<file path="src/rtl/fmm_pkg.sv">
package fmm_pkg;
  localparam int unsigned FMM_EXP_W = 5;
  localparam int unsigned FMM_MAN_W = 10;

  typedef enum logic [1:0] {
    OP_MAX    = 2'b00,
    OP_MIN    = 2'b01,
    OP_MAXNUM = 2'b10,
    OP_MINNUM = 2'b11
  } mm_op_e;
endpackage

</file>
<file path="src/rtl/fmm_classify.sv">
module fmm_classify #(
  parameter int unsigned EXP_W = 5,
  parameter int unsigned MAN_W = 10,
  localparam int unsigned W = 1 + EXP_W + MAN_W
) (
  input  logic [W-1:0] val,
  output logic         sign,
  output logic [W-2:0] mag,
  output logic         is_zero,
  output logic         is_nan,
  output logic         is_snan
);
  logic exp_ones;
  logic frac_nz;

  always_comb begin
    sign     = val[W-1];
    mag      = val[W-2:0];
    exp_ones = &val[W-2:MAN_W];
    frac_nz  = |val[MAN_W-1:0];
    is_zero  = (mag == '0);
    is_nan   = exp_ones && frac_nz;
    // quiet bit is the top fraction bit
    is_snan  = is_nan && !val[MAN_W-1];
  end
endmodule

</file>
<file path="src/rtl/fmm_order.sv">
module fmm_order #(
  parameter int unsigned MW = 15
) (
  input  logic          sa,
  input  logic [MW-1:0] ma,
  input  logic          za,
  input  logic          sb,
  input  logic [MW-1:0] mb,
  input  logic          zb,
  output logic          a_gt_b,
  output logic          a_lt_b
);
  always_comb begin
    a_gt_b = 1'b0;
    a_lt_b = 1'b0;
    if (za && zb) begin
      // signed zeros are equal
      a_gt_b = 1'b0;
      a_lt_b = 1'b0;
    end else if (sa != sb) begin
      a_gt_b = !sa;
      a_lt_b = sa;
    end else if (!sa) begin
      a_gt_b = ma > mb;
      a_lt_b = ma < mb;
    end else begin
      a_gt_b = ma < mb;
      a_lt_b = ma > mb;
    end
  end
endmodule

</file>
<file path="src/rtl/fmm_select.sv">
module fmm_select
  import fmm_pkg::*;
#(
  parameter int unsigned W = 16
) (
  input  mm_op_e       op,
  input  logic [W-1:0] a,
  input  logic [W-1:0] b,
  input  logic         a_nan,
  input  logic         a_snan,
  input  logic         b_nan,
  input  logic         b_snan,
  input  logic         a_gt_b,
  input  logic         a_lt_b,
  output logic [W-1:0] res,
  output logic         invalid
);
  logic want_min;
  logic num_form;
  logic cmp_pick_a;
  logic pick_a;

  always_comb begin
    want_min   = op[0];
    num_form   = op[1];
    cmp_pick_a = want_min ? a_lt_b : a_gt_b;
    pick_a     = 1'b0;
    if (num_form) begin
      if (a_nan)      pick_a = 1'b0;
      else if (b_nan) pick_a = 1'b1;
      else            pick_a = cmp_pick_a;
    end else begin
      if (a_nan)       pick_a = 1'b0;
      else if (b_snan) pick_a = 1'b1;
      else if (b_nan)  pick_a = 1'b0;
      else             pick_a = cmp_pick_a;
    end
    res     = pick_a ? a : b;
    invalid = a_snan || b_snan;
  end
endmodule

</file>
<file path="src/rtl/fmm_stage.sv">
module fmm_stage #(
  parameter int unsigned DW = 17
) (
  input  logic          clk,
  input  logic          rst_n,
  input  logic          up_valid,
  output logic          up_ready,
  input  logic [DW-1:0] up_data,
  output logic          dn_valid,
  input  logic          dn_ready,
  output logic [DW-1:0] dn_data
);
  logic          full_q;
  logic [DW-1:0] data_q;
  logic          take;

  always_comb begin
    up_ready = !full_q || dn_ready;
    take     = up_valid && up_ready;
  end

  always_ff @(posedge clk) begin
    if (!rst_n) begin
      full_q <= 1'b0;
      data_q <= '0;
    end else begin
      if (take) begin
        full_q <= 1'b1;
        data_q <= up_data;
      end else if (dn_ready) begin
        full_q <= 1'b0;
      end
    end
  end

  assign dn_valid = full_q;
  assign dn_data  = data_q;
endmodule

</file>
<file path="src/rtl/fp16_minmax_unit.sv">
module fp16_minmax_unit
  import fmm_pkg::*;
#(
  parameter int unsigned EXP_W = FMM_EXP_W,
  parameter int unsigned MAN_W = FMM_MAN_W,
  localparam int unsigned W = 1 + EXP_W + MAN_W
) (
  input  logic         clk,
  input  logic         rst_n,
  input  logic         in_valid,
  output logic         in_ready,
  input  logic [1:0]   in_op,
  input  logic [W-1:0] in_a,
  input  logic [W-1:0] in_b,
  output logic         out_valid,
  input  logic         out_ready,
  output logic [W-1:0] out_value,
  output logic         out_invalid
);
  localparam int unsigned NOPND = 2;

  logic [W-1:0] opnd    [NOPND];
  logic         sgn     [NOPND];
  logic [W-2:0] mag     [NOPND];
  logic         zero    [NOPND];
  logic         nan     [NOPND];
  logic         snan    [NOPND];

  assign opnd[0] = in_a;
  assign opnd[1] = in_b;

  for (genvar gi = 0; gi < NOPND; gi++) begin : g_cls
    fmm_classify #(.EXP_W(EXP_W), .MAN_W(MAN_W)) u_cls (
      .val     (opnd[gi]),
      .sign    (sgn[gi]),
      .mag     (mag[gi]),
      .is_zero (zero[gi]),
      .is_nan  (nan[gi]),
      .is_snan (snan[gi])
    );
  end

  logic a_gt_b, a_lt_b;

  fmm_order #(.MW(W-1)) u_ord (
    .sa     (sgn[0]),
    .ma     (mag[0]),
    .za     (zero[0]),
    .sb     (sgn[1]),
    .mb     (mag[1]),
    .zb     (zero[1]),
    .a_gt_b (a_gt_b),
    .a_lt_b (a_lt_b)
  );

  logic [W-1:0] sel_val;
  logic         sel_inv;

  fmm_select #(.W(W)) u_sel (
    .op      (mm_op_e'(in_op)),
    .a       (in_a),
    .b       (in_b),
    .a_nan   (nan[0]),
    .a_snan  (snan[0]),
    .b_nan   (nan[1]),
    .b_snan  (snan[1]),
    .a_gt_b  (a_gt_b),
    .a_lt_b  (a_lt_b),
    .res     (sel_val),
    .invalid (sel_inv)
  );

  logic [W:0] stage_out;

  fmm_stage #(.DW(W+1)) u_stage (
    .clk      (clk),
    .rst_n    (rst_n),
    .up_valid (in_valid),
    .up_ready (in_ready),
    .up_data  ({sel_inv, sel_val}),
    .dn_valid (out_valid),
    .dn_ready (out_ready),
    .dn_data  (stage_out)
  );

  assign out_value   = stage_out[W-1:0];
  assign out_invalid = stage_out[W];
endmodule

</file>
<file path="config.mk">
export PLATFORM = sky130hd
export DESIGN_NAME = fp16_minmax_unit
export DESIGN_NICKNAME = d
export VERILOG_FILES = /design/src/rtl/fmm_pkg.sv /design/src/rtl/fmm_classify.sv /design/src/rtl/fmm_order.sv /design/src/rtl/fmm_select.sv /design/src/rtl/fmm_stage.sv /design/src/rtl/fp16_minmax_unit.sv
export SDC_FILE = /design/constraint.sdc
export NUM_CORES = 1
export LEC_CHECK = 0
export BUFFER_PORTS_ARGS = -buffer_cell sky130_fd_sc_hd__clkbuf_2
export CORE_MARGIN = 4
export CORE_UTILIZATION = 48
export DETAILED_ROUTE_END_ITERATION = 10
export HOLD_SLACK_MARGIN = 0.08
export MAX_ROUTING_LAYER = met4
export PLACE_DENSITY = 0.8
export SYNTH_ARGS = -nofsm -noshare
export SYNTH_HDL_FRONTEND = slang
export SYNTH_SLANG_ARGS = --single-unit
export TNS_END_PERCENT = 50
</file>
<file path="constraint.sdc">
create_clock -name clk -period 2.8 [get_ports clk]
set_input_delay 0.28 -clock clk [delete_from_list [all_inputs] [get_ports clk]]
set_output_delay 0.28 -clock clk [all_outputs]
set_load 0.005 [all_outputs]
</file>
==> impl_metrics.py, run 1 <==
metrics = {
    "status": {
        "status": "finished clean",
    },
    "route": {
        "ant_nets": 0,
        "first_pass_iters": 4,
        "drc_errors": 0,
        "vias": 1474,
        "wl_per_cell_um": 14.7,
        "wl_um": 3730,
        "drt_iter0_drc": 55,
        "via_per_inst": 5.80,
    },
    "critical_path": {
        "rr_worst_depth": 4,
        "critPathMaxFanout": 20,
        "worstSetupStartpoint": "in_b[14]",
        "reg2reg_from": "u_stage.dn_valid$_SDFFE_PN0P_",
        "crit_arrival_ps": 2390,
        "worst_r2r_endpoint": "u_stage.dn_data[11]$_SDFFE_PN0P_",
        "crit_required_ps": 3020,
        "critical_path_class": "in -> reg",
        "rrSetupSlack_ps": 980,
        "critPathLaunchType": "primary input",
        "cp-end-kind": "flip-flop",
    },
    "synth": {
        "yosys.area.top_type_share_pct": 26.5,
        "yosys-top-cells-area": "dfxtp_1, ha_1, nor3_1, o21ai_0, a311oi_1",
        "synth_top_family_by_area": "compound AO/OA/AOI/OAI gates",
        "ys.flop_type": "dfxtp_1",
        "yosys.area_share.simple_pct": 23.8,
        "synth.net_count": 222,
        "muxShareOfSynthArea_pct": 1.47,
        "yosysWarningCount": 0,
        "netlist_area_sq_mm": 0.00136,
        "avgSynthCellArea_sq_um": 8.05,
        "yosysSeqAreaShare_pct": 26.5,
        "synth-xor-area-share_pct": 1.29,
        "synth_top_area_cell": "dfxtp_1",
        "yosys_register_bits": 18,
        "synth-compound-area-share_pct": 25.0,
        "synthArstFlopShare_pct": 0,
        "synthAdderAreaFrac_pct": 13.8,
        "synth_cell_types": 33,
        "synth_edf_count": 0,
        "synth_cells": 169,
    },
    "cts": {
        "numCtsBuffers": 3,
        "numClockSinks": 18,
        "cts_tree": "yes",
        "cts_setup_buffers": 0,
        "clk_path_buf_depth": 2,
        "cts-root-buf": "clkbuf_4",
        "cts_resized": 0,
        "path_clk_slew_ps": 120,
        "cts-hold-fix-buffers": 0,
        "insertion_delay_ps": 310,
        "htree_levels": 1,
    },
    "timing": {
        "final_max_slew_viol_count": 0,
        "worst_pin_slew_ps": 891,
        "setup_ws_ps": 633,
        "worst_clock_skew_ps": 4.92,
        "holdWs_ps": 197,
        "timing.final.crit_period_ps": 2170,
        "rsz0062_at_grt": "no",
        "setup_viol": 0,
        "setup_tns_ps": 0,
        "maxSlewHeadroom_pct": 40.6,
        "min_period_over_period_pct": 77.4,
        "fmax_ghz": 0.461,
        "final-hold-violation-count": 0,
    },
    "global_route": {
        "antenna_found_initial": 0,
        "grt_first_pass_wirelength_um": 5940,
        "grt_overflow_total": 0,
        "grt_max_degree": 30,
        "grt_pass1_vias": 1370,
        "groute.usage.overall_pct": 21.8,
    },
    "place": {
        "hpwl_um": 3090,
        "port_buffers": 56,
        "dpl_cell_area_sq_mm": 0.00164,
        "placed_cells": 250,
        "place.gp.congestion": 0.852,
        "dp_worst_setup_slack_ps": 316,
    },
    "power": {
        "p_total_uw": 695,
        "p_leak_nw": 0.796,
        "power_density_mw_per_mm2": 414,
        "vdd_drop_max_uv": 313,
    },
    "layout": {
        "final_nets": 277,
        "fillers": 277,
        "antenna_cells": 0,
        "post-route-util_pct": 61.5,
        "design_area_sq_mm": 0.00168,
        "area_growth_pct": 23.6,
        "fin_cells": 254,
        "layout-drive-gt1-share_pct": 30.5,
    },
    "die": {
        "die_x_um": 61.2,
        "fp.dieArea_sq_mm": 0.00375,
        "num_rows": 19,
        "initial_core_util_pct": 49.7,
        "die_h_um": 61.2,
        "core_sq_mm": 0.00273,
        "top_level_ports": 57,
    },
    "worst_hold_path": {
        "hp-start": "in_valid",
        "whs_path_depth": 3,
        "min_path_type": "in -> reg",
        "holdPathEnd": "u_stage.dn_valid$_SDFFE_PN0P_",
    },
    "job": {
        "cap_violations": 0,
    },
}
flip-flops by register name, summed over array words and instances (netlist names):
register          cells
u_stage.dn_valid      1
u_stage.dn_data      17
cell usage in the layout (no fill, tap or decap), types with 2 or more instances in the layout:
cell	netlist	routed
nor3_1	17	17
a21oi_1	10	10
mux2i_1	2	2
nand2_1	5	5
ha_1	15	15
nor2_1	16	16
nand4_1	3	3
and2_1	2	2
clkbuf_2	0	56
a311oi_1	9	9
inv_1	18	18
clkbuf_4	0	3
xnor2_1	2	2
o21ai_0	16	16
dfxtp_1	18	18
nor4_1	6	6
nand3_1	4	4
a2111oi_0	5	5
power breakdown:
group	switching (mW)	internal (mW)
clock	0.0947	0.0795
combinational	0.133	0.0947
sequential	0.0118	0.281
layer usage:
metal | GRT usage (%) | vias up | share of wire, %
li1 | - | 739 | -
met1 | 26.4 | 676 | 44
met2 | 36.4 | 51 | 49
met3 | 5.03 | 8 | 6.1
met4 | 5.57 | 0 | 1.2
met5 | - | - | 0
critical path, cell delays in order:
cell and delay [ps]:
clkbuf_2 110, inv_1 60, ha_1 300, nand2_2 80, nor4_4 290, o31ai_1 120, a21o_1 230, a31oi_4 240
buf_4 290, nor3_1 70, a311oi_1 300
kinds of logic (layout without fill, tap and decap cells):
logic type / Yosys count / count (layout)
adder cells (fa/ha/maj): 15 / 15
multiplexers: 2 / 2
AND/OR/NAND/NOR: 60 / 60
XOR/XNOR: 2 / 2
AO/OA/AOI/OAI: 47 / 47
buffers and inverters: 25 / 79
flip-flops: 18 / 18
area by class of cell:
cell class | count | area (sq um) | area share [%]
tap | 31 | 38.8 | 2.31
clock buffer | 4 | 36.3 | 2.16
timing repair buffer | 57 | 288 | 17.1
inverter | 18 | 67.6 | 4.02
sequential | 18 | 360 | 21.4
multi-input combinational | 126 | 890 | 52.9
synth_stat cells (2+ instances only):
library cell  count
nand3_1           4
nor4_1            6
xnor2_1           2
nand2_1           5
nor3_1           17
nor2_1           16
a21oi_1          10
and2_1            2
inv_1            18
clkbuf_1          4
buf_6             2
o21ai_0          16
a2111oi_0         5
nand4_1           3
ha_1             15
a311oi_1          9
dfxtp_1          18
mux2i_1           2
how the worst max path moves through the flow:
stage	end	slack [ps]
floorplan	u_stage.dn_data[0]$_SDFFE_PN0P_	750
global placement	u_stage.dn_data[0]$_SDFFE_PN0P_	400
detailed placement	u_stage.dn_data[3]$_SDFFE_PN0P_	320
CTS	u_stage.dn_data[3]$_SDFFE_PN0P_	630
global route	u_stage.dn_data[5]$_SDFFE_PN0P_	510
finish	u_stage.dn_data[3]$_SDFFE_PN0P_	630
Note: power is estimated with default switching activity, not from simulation.
==> inputs of run 2 (changes only) <==
--- a/config.mk
+++ b/config.mk
@@ -5,13 +5,14 @@
 export SDC_FILE = /design/constraint.sdc
 export NUM_CORES = 1
 export LEC_CHECK = 0
+export ABC_AREA = 1
 export BUFFER_PORTS_ARGS = -buffer_cell sky130_fd_sc_hd__clkbuf_2
 export CORE_MARGIN = 4
-export CORE_UTILIZATION = 48
+export CORE_UTILIZATION = 46
 export DETAILED_ROUTE_END_ITERATION = 10
 export HOLD_SLACK_MARGIN = 0.08
 export MAX_ROUTING_LAYER = met4
-export PLACE_DENSITY = 0.8
+export PLACE_DENSITY = 0.77
 export SYNTH_ARGS = -nofsm -noshare
 export SYNTH_HDL_FRONTEND = slang
 export SYNTH_SLANG_ARGS = --single-unit
==> constraint.sdc (replaced) <==
create_clock -name clk -period 1.9 [get_ports clk]
set_input_delay 0.19 -clock clk [delete_from_list [all_inputs] [get_ports clk]]
set_output_delay 0.19 -clock clk [all_outputs]
set_load 0.005 [all_outputs]
==> impl_metrics.py, run 2 <==
metrics = {
    "die": {
        "top_level_ports": 57,
        "num_rows": 22,
        "fp.dieArea_sq_mm": 0.00482,
        "die_x_um": 69.4,
        "initial_core_util_pct": 47.4,
        "core_sq_mm": 0.00366,
        "die_h_um": 69.4,
    },
    "global_route": {
        "grt_use_met3_pct": 1.45,
        "top_usage_layer": "met2",
        "use_met2_pct": 30.2,
        "grt_pass1_vias": 1759,
        "grt_max_degree": 19,
        "groute.usage.overall_pct": 18.0,
        "antenna_found_initial": 0,
        "grt_overflow_total": 0,
        "grt_first_pass_wirelength_um": 7260,
        "grtUsageMet1_pct": 22.9,
    },
    "power": {
        "p_total_mw": 1.38,
        "p_leak_nw": 1.36,
        "vdd_drop_max_uv": 225,
        "power_density_mw_per_mm2": 510,
    },
    "route": {
        "ant_nets": 0,
        "via_per_inst": 4.99,
        "wl_um": 5110,
        "first_pass_iters": 4,
        "drc_errors": 0,
        "drt_iter0_drc": 116,
        "wl_per_cell_um": 13.4,
        "vias": 1907,
    },
    "synth": {
        "ys.flop_type": "dfxtp_1",
        "avgSynthCellArea_sq_um": 7.27,
        "synth_top_area_cell": "dfxtp_1",
        "synth_cells": 239,
        "yosysWarningCount": 0,
        "yosys.area.top_type_share_pct": 20.7,
        "synth_cell_types": 29,
        "yosys-top-cells-area": "dfxtp_1, ha_1, nand2_1, inv_1, nand2_4",
        "yosys-top-cells-count": "nand2_1, inv_1, nand3_1, dfxtp_1, ha_1",
        "yosys_register_bits": 18,
        "netlist_area_sq_mm": 0.00174,
        "yosysSeqAreaShare_pct": 20.7,
        "synth.net_count": 292,
        "synth_edf_count": 0,
        "yosysMostFrequentCell": "nand2_1",
        "synthArstFlopShare_pct": 0,
    },
    "critical_path": {
        "critPathLaunchType": "primary input",
        "rrSetupSlack_ps": 700,
        "reg2reg_from": "u_stage.dn_valid$_SDFFE_PN0P_",
        "crit_required_ps": 2060,
        "rr_worst_depth": 7,
        "cp-end-kind": "flip-flop",
        "critical_path_class": "in -> reg",
        "crit_arrival_ps": 2040,
        "critPathMaxFanout": 16,
        "worst_r2r_endpoint": "u_stage.dn_data[16]$_SDFFE_PN0P_",
    },
    "layout": {
        "area_growth_pct": 55.5,
        "largest_reg_flops": 17,
        "final_nets": 388,
        "antenna_cells": 0,
        "layout_common_cells": "clkbuf_2, nand2_1, buf_4",
        "layout_commonest_cell": "clkbuf_2",
        "design_area_sq_mm": 0.00270,
        "layout-drive-gt1-share_pct": 58.7,
    },
    "timing": {
        "final-hold-violation-count": 0,
        "final_max_slew_viol_count": 0,
        "worst_clock_skew_ps": 0.364,
        "worst_pin_slew_ps": 559,
        "setup_tns_ps": 0,
        "min_period_over_period_pct": 99.3,
        "setup_viol": 0,
        "timing.final.crit_period_ps": 1890,
        "maxSlewHeadroom_pct": 62.5,
        "fmax_ghz": 0.530,
        "rsz0062_at_grt": "yes",
    },
    "cts": {
        "cts-root-buf": "clkbuf_8",
        "clk_path_buf_depth": 2,
        "numCtsBuffers": 3,
        "numClockSinks": 18,
        "cts_tree": "yes",
        "path_clk_slew_ps": 60,
        "htree_levels": 1,
        "insertion_delay_ps": 250,
    },
    "worst_hold_path": {
        "holdPathEnd": "u_stage.dn_data[16]$_SDFFE_PN0P_",
        "hp-start": "rst_n",
        "min_path_type": "in -> reg",
        "whs_path_depth": 3,
    },
    "status": {
        "status": "finished clean",
    },
    "place": {
        "port_buffers": 56,
        "hpwl_um": 3670,
        "dpl_cell_area_sq_mm": 0.00230,
        "place.gp.congestion": 0.852,
    },
    "job": {
        "cap_violations": 0,
    },
}
run 2: report_power, final:
| group | internal [mW] | leakage [nW] | switching (mW) |
|---|---|---|---|
| sequential | 0.411 | 0.149 | 0.0171 |
| combinational | 0.312 | 1.18 | 0.335 |
| clock | 0.184 | 0.0288 | 0.120 |
run 2: metal layers:
layer / vias to the layer above / part of all wire (%)
met3: 9 / 4.7
met4: 0 / 1.8
met2: 63 / 49
met5: - / 0
li1: 966 / -
met1: 869 / 44
run 2: layout make-up:
type / count / area [sq um]
Clock buffer: 4 / 55.1
Sequential cell: 18 / 360
Fill cell: 265 / 961
Tap cell: 48 / 60.1
Timing Repair Buffer: 97 / 686
Inverter: 50 / 200
Multi-Input combinational cell: 165 / 1340
run 2: cells by family (layout without fill, tap and decap cells):
kind of cell,count (synthesis),in the layout,synth area share (%)
flops,18,18,20.7
fa+ha+maj,15,15,10.8
simple gates,123,123,42.3
buf+inv,56,151,15.1
compound gates,27,27,11.1
run 2: how the worst max path moves through the flow:
stage                        start                               end  slack, ps  cells after the start
final                      in_b[6]  u_stage.dn_data[11]$_SDFFE_PN0P_         10                     18
after global routing       in_b[6]   u_stage.dn_data[6]$_SDFFE_PN0P_       -110                     20
after CTS                 in_b[10]   u_stage.dn_data[3]$_SDFFE_PN0P_         80                     18
after detailed placement  in_b[10]   u_stage.dn_data[4]$_SDFFE_PN0P_       -190                     18
after global placement    in_b[10]  u_stage.dn_data[14]$_SDFFE_PN0P_       -160                     18
after floorplan            in_b[9]   u_stage.dn_data[0]$_SDFFE_PN0P_         20                     18
run 2: repair_timing:
action,4_1_cts,5_1_grt
resized for setup,0,65
endpoints found under the setup margin,0,16
hold buffers,0,0
buffers inserted,0,5
run 2: critical path: stages:
cell      delay (ps)
clkbuf_2         100
inv_2             60
ha_4             280
nand2_4           50
nor2_2           100
buf_4            120
buf_4             90
nand4_1          100
nand2_2          100
nand2_1           70
nand2_1           60
nand2_1           60
nand2_2           80
nand2_4           80
buf_8            150
nand3_1           80
nand3_1           90
a21oi_1          170
run 2: stage by stage:
| stage | utilization [%] | worst slack (ps) | hold WS (ps) | cells |
|---|---|---|---|---|
| 2_1_floorplan | - | 20.6 | 331 | 239 |
| 3_3_place_gp | 62.7 | -157 | 445 | 372 |
| 3_5_place_dp | 62.7 | -191 | 456 | 372 |
| 4_1_cts | 64.2 | 75.2 | 207 | 376 |
| 5_1_grt | 73.8 | -109 | 226 | 382 |
| 6_report | 73.8 | 13.3 | 206 | 382 |
==> inputs of run 3 (changes only) <==
--- a/config.mk
+++ b/config.mk
@@ -7,12 +7,15 @@
 export LEC_CHECK = 0
 export ABC_AREA = 1
 export BUFFER_PORTS_ARGS = -buffer_cell sky130_fd_sc_hd__clkbuf_2
+export CELL_PAD_IN_SITES_DETAIL_PLACEMENT = 2
+export CELL_PAD_IN_SITES_GLOBAL_PLACEMENT = 2
 export CORE_MARGIN = 4
-export CORE_UTILIZATION = 46
+export CORE_UTILIZATION = 25
 export DETAILED_ROUTE_END_ITERATION = 10
+export GPL_TIMING_DRIVEN = 0
 export HOLD_SLACK_MARGIN = 0.08
 export MAX_ROUTING_LAYER = met4
-export PLACE_DENSITY = 0.77
+export PLACE_DENSITY_LB_ADDON = 0.1
 export SYNTH_ARGS = -nofsm -noshare
 export SYNTH_HDL_FRONTEND = slang
 export SYNTH_SLANG_ARGS = --single-unit
==> impl_metrics.py, run 3 (synthesis results as in run 2) <==
metrics = {
    "route": {
        "drc_errors": 0,
        "drt_iter0_drc": 42,
        "wl_per_cell_um": 15.0,
        "wl_um": 5910,
        "vias": 1805,
        "first_pass_iters": 4,
        "via_per_inst": 4.59,
        "ant_nets": 0,
    },
    "critical_path": {
        "critPathLaunchType": "primary input",
        "cp-end-kind": "flip-flop",
        "critical_path_class": "in -> reg",
        "crit_required_ps": 2090,
        "crit_arrival_ps": 2040,
        "critPathMaxFanout": 8,
        "reg2reg_from": "u_stage.dn_valid$_SDFFE_PN0P_",
        "worstSetupStartpoint": "in_a[8]",
    },
    "layout": {
        "fillers": 792,
        "layout-drive-gt1-share_pct": 59.1,
        "antenna_cells": 0,
        "layout_common_cells": "clkbuf_2, nand2_1, inv_1",
        "layout_commonest_cell": "clkbuf_2",
        "final_nets": 368,
        "post-route-util_pct": 40.1,
        "fin_cells": 393,
        "largest_reg_flops": 17,
        "area_growth_pct": 56.0,
    },
    "cts": {
        "numClockSinks": 18,
        "path_clk_slew_ps": 60,
        "cts-root-buf": "clkbuf_8",
        "insertion_delay_ps": 250,
        "numCtsBuffers": 3,
        "cts-hold-fix-buffers": 0,
        "htree_levels": 1,
        "clk_path_buf_depth": 2,
        "cts_tree": "yes",
    },
    "timing": {
        "setup_viol": 0,
        "timing.final.crit_period_ps": 1850,
        "min_period_over_period_pct": 97.4,
        "worst_pin_slew_ps": 448,
        "final-hold-violation-count": 0,
        "maxSlewHeadroom_pct": 70.1,
        "holdWs_ps": 206,
        "final_max_slew_viol_count": 0,
        "fmax_ghz": 0.540,
        "rsz0062_at_grt": "yes",
        "worst_clock_skew_ps": 2.42,
    },
    "die": {
        "die_x_um": 91.3,
        "initial_core_util_pct": 25.7,
        "fp.dieArea_sq_mm": 0.00834,
        "top_level_ports": 57,
        "core_sq_mm": 0.00676,
        "die_h_um": 91.3,
        "num_rows": 30,
    },
    "worst_hold_path": {
        "hp-start": "rst_n",
        "min_path_type": "in -> reg",
    },
    "power": {
        "power_density_mw_per_mm2": 495,
        "p_total_mw": 1.34,
        "power_switching_share_pct": 36.4,
        "power_frac_clock_pct": 19.5,
        "power_frac_seq_pct": 31.9,
        "vdd_drop_max_uv": 249,
        "p_sw_uw": 489,
        "p_int_uw": 853,
        "p_leak_nw": 1.28,
        "p_comb_share_pct": 48.7,
    },
    "place": {
        "hpwl_um": 4650,
        "port_buffers": 56,
        "placed_cells": 375,
        "place.gp.congestion": 0.716,
    },
    "global_route": {
        "groute.usage.overall_pct": 13.9,
        "grt_pass1_vias": 1920,
        "grt_first_pass_wirelength_um": 9160,
        "antenna_found_initial": 0,
        "grt_max_degree": 12,
        "grt_overflow_total": 0,
    },
    "status": {
        "status": "finished clean",
    },
    "job": {
        "cap_violations": 0,
    },
}
[run 3: stage by stage]
step / worst slack (ps) / TNS [ps] / area (sq um)
global placement: -361 / -4670 / 2120
CTS: 9.02 / 0 / 2270
floorplan: 20.6 / 0 / 1740
global route: -87.9 / -844 / 2710
finish: 48.7 / 0 / 2710
detailed placement: -418 / -5610 / 2120
[run 3: repair_timing]
item                                   in CTS  in global routing
endpoints found under the hold margin       0                  0
pin swaps                                   4                 38
setup buffers                               3                 12
resized for setup                          17                 93
cloned                                      1                  0
setup endpoints to repair                  15                 16
[run 3: cell type report]
class                      count  area (sq um)  share of cell area, %
inverter                      50           225                   8.31
timing repair buffer          72           500                   18.5
clock buffer                   3          41.3                   1.52
buffer                         5          61.3                   2.26
tap                           80           100                   3.70
sequential                    18           360                   13.3
multi-input combinational    165          1420                   52.4
[run 3: power by group through the flow]
stage	Combinational (mW)	Clock, mW	Sequential, mW
after floorplan	0.315	0	0.438
after global placement	0.466	0	0.435
after detailed placement	0.477	0	0.436
after CTS	0.529	0.272	0.428
after global routing	0.724	0.286	0.433
final	0.653	0.261	0.427
[run 3: routing by layer]
layer	wire, um	track usage (%)	part of all wire (%)	vias up
li1	-	-	-	921
met2	2890	21.8	49	31
met4	63	4.15	1.1	0
met3	117	1.33	2.0	4
met1	2830	18.9	48	849
met5	0	-	0	-
[run 3: final timing paths]
| path | end | slack [ps] | cells past startpoint |
|---|---|---|---|
| max | u_stage.dn_data[0]$_SDFFE_PN0P_ | 50 | 18 |
| max reg2reg | u_stage.dn_data[16]$_SDFFE_PN0P_ | 340 | 6 |
| min | u_stage.dn_data[16]$_SDFFE_PN0P_ | 210 | 3 |
| min reg2reg | u_stage.dn_data[12]$_SDFFE_PN0P_ | 470 | 2 |
[run 3: worst max-delay path, cell delays in order]
cell     delay [ps]
buf_2           130
ha_4            230
nand2_1          80
nand2_1          80
nand2_2          70
nand2_2          60
a21oi_4         160
nand2_4          80
a21oi_2         140
nand2_1          70
nand2_2          70
nand2_2          60
nand2_4         100
nand2_8          90
buf_12          160
nand2_4          60
nand3_4          60
a21oi_2         130
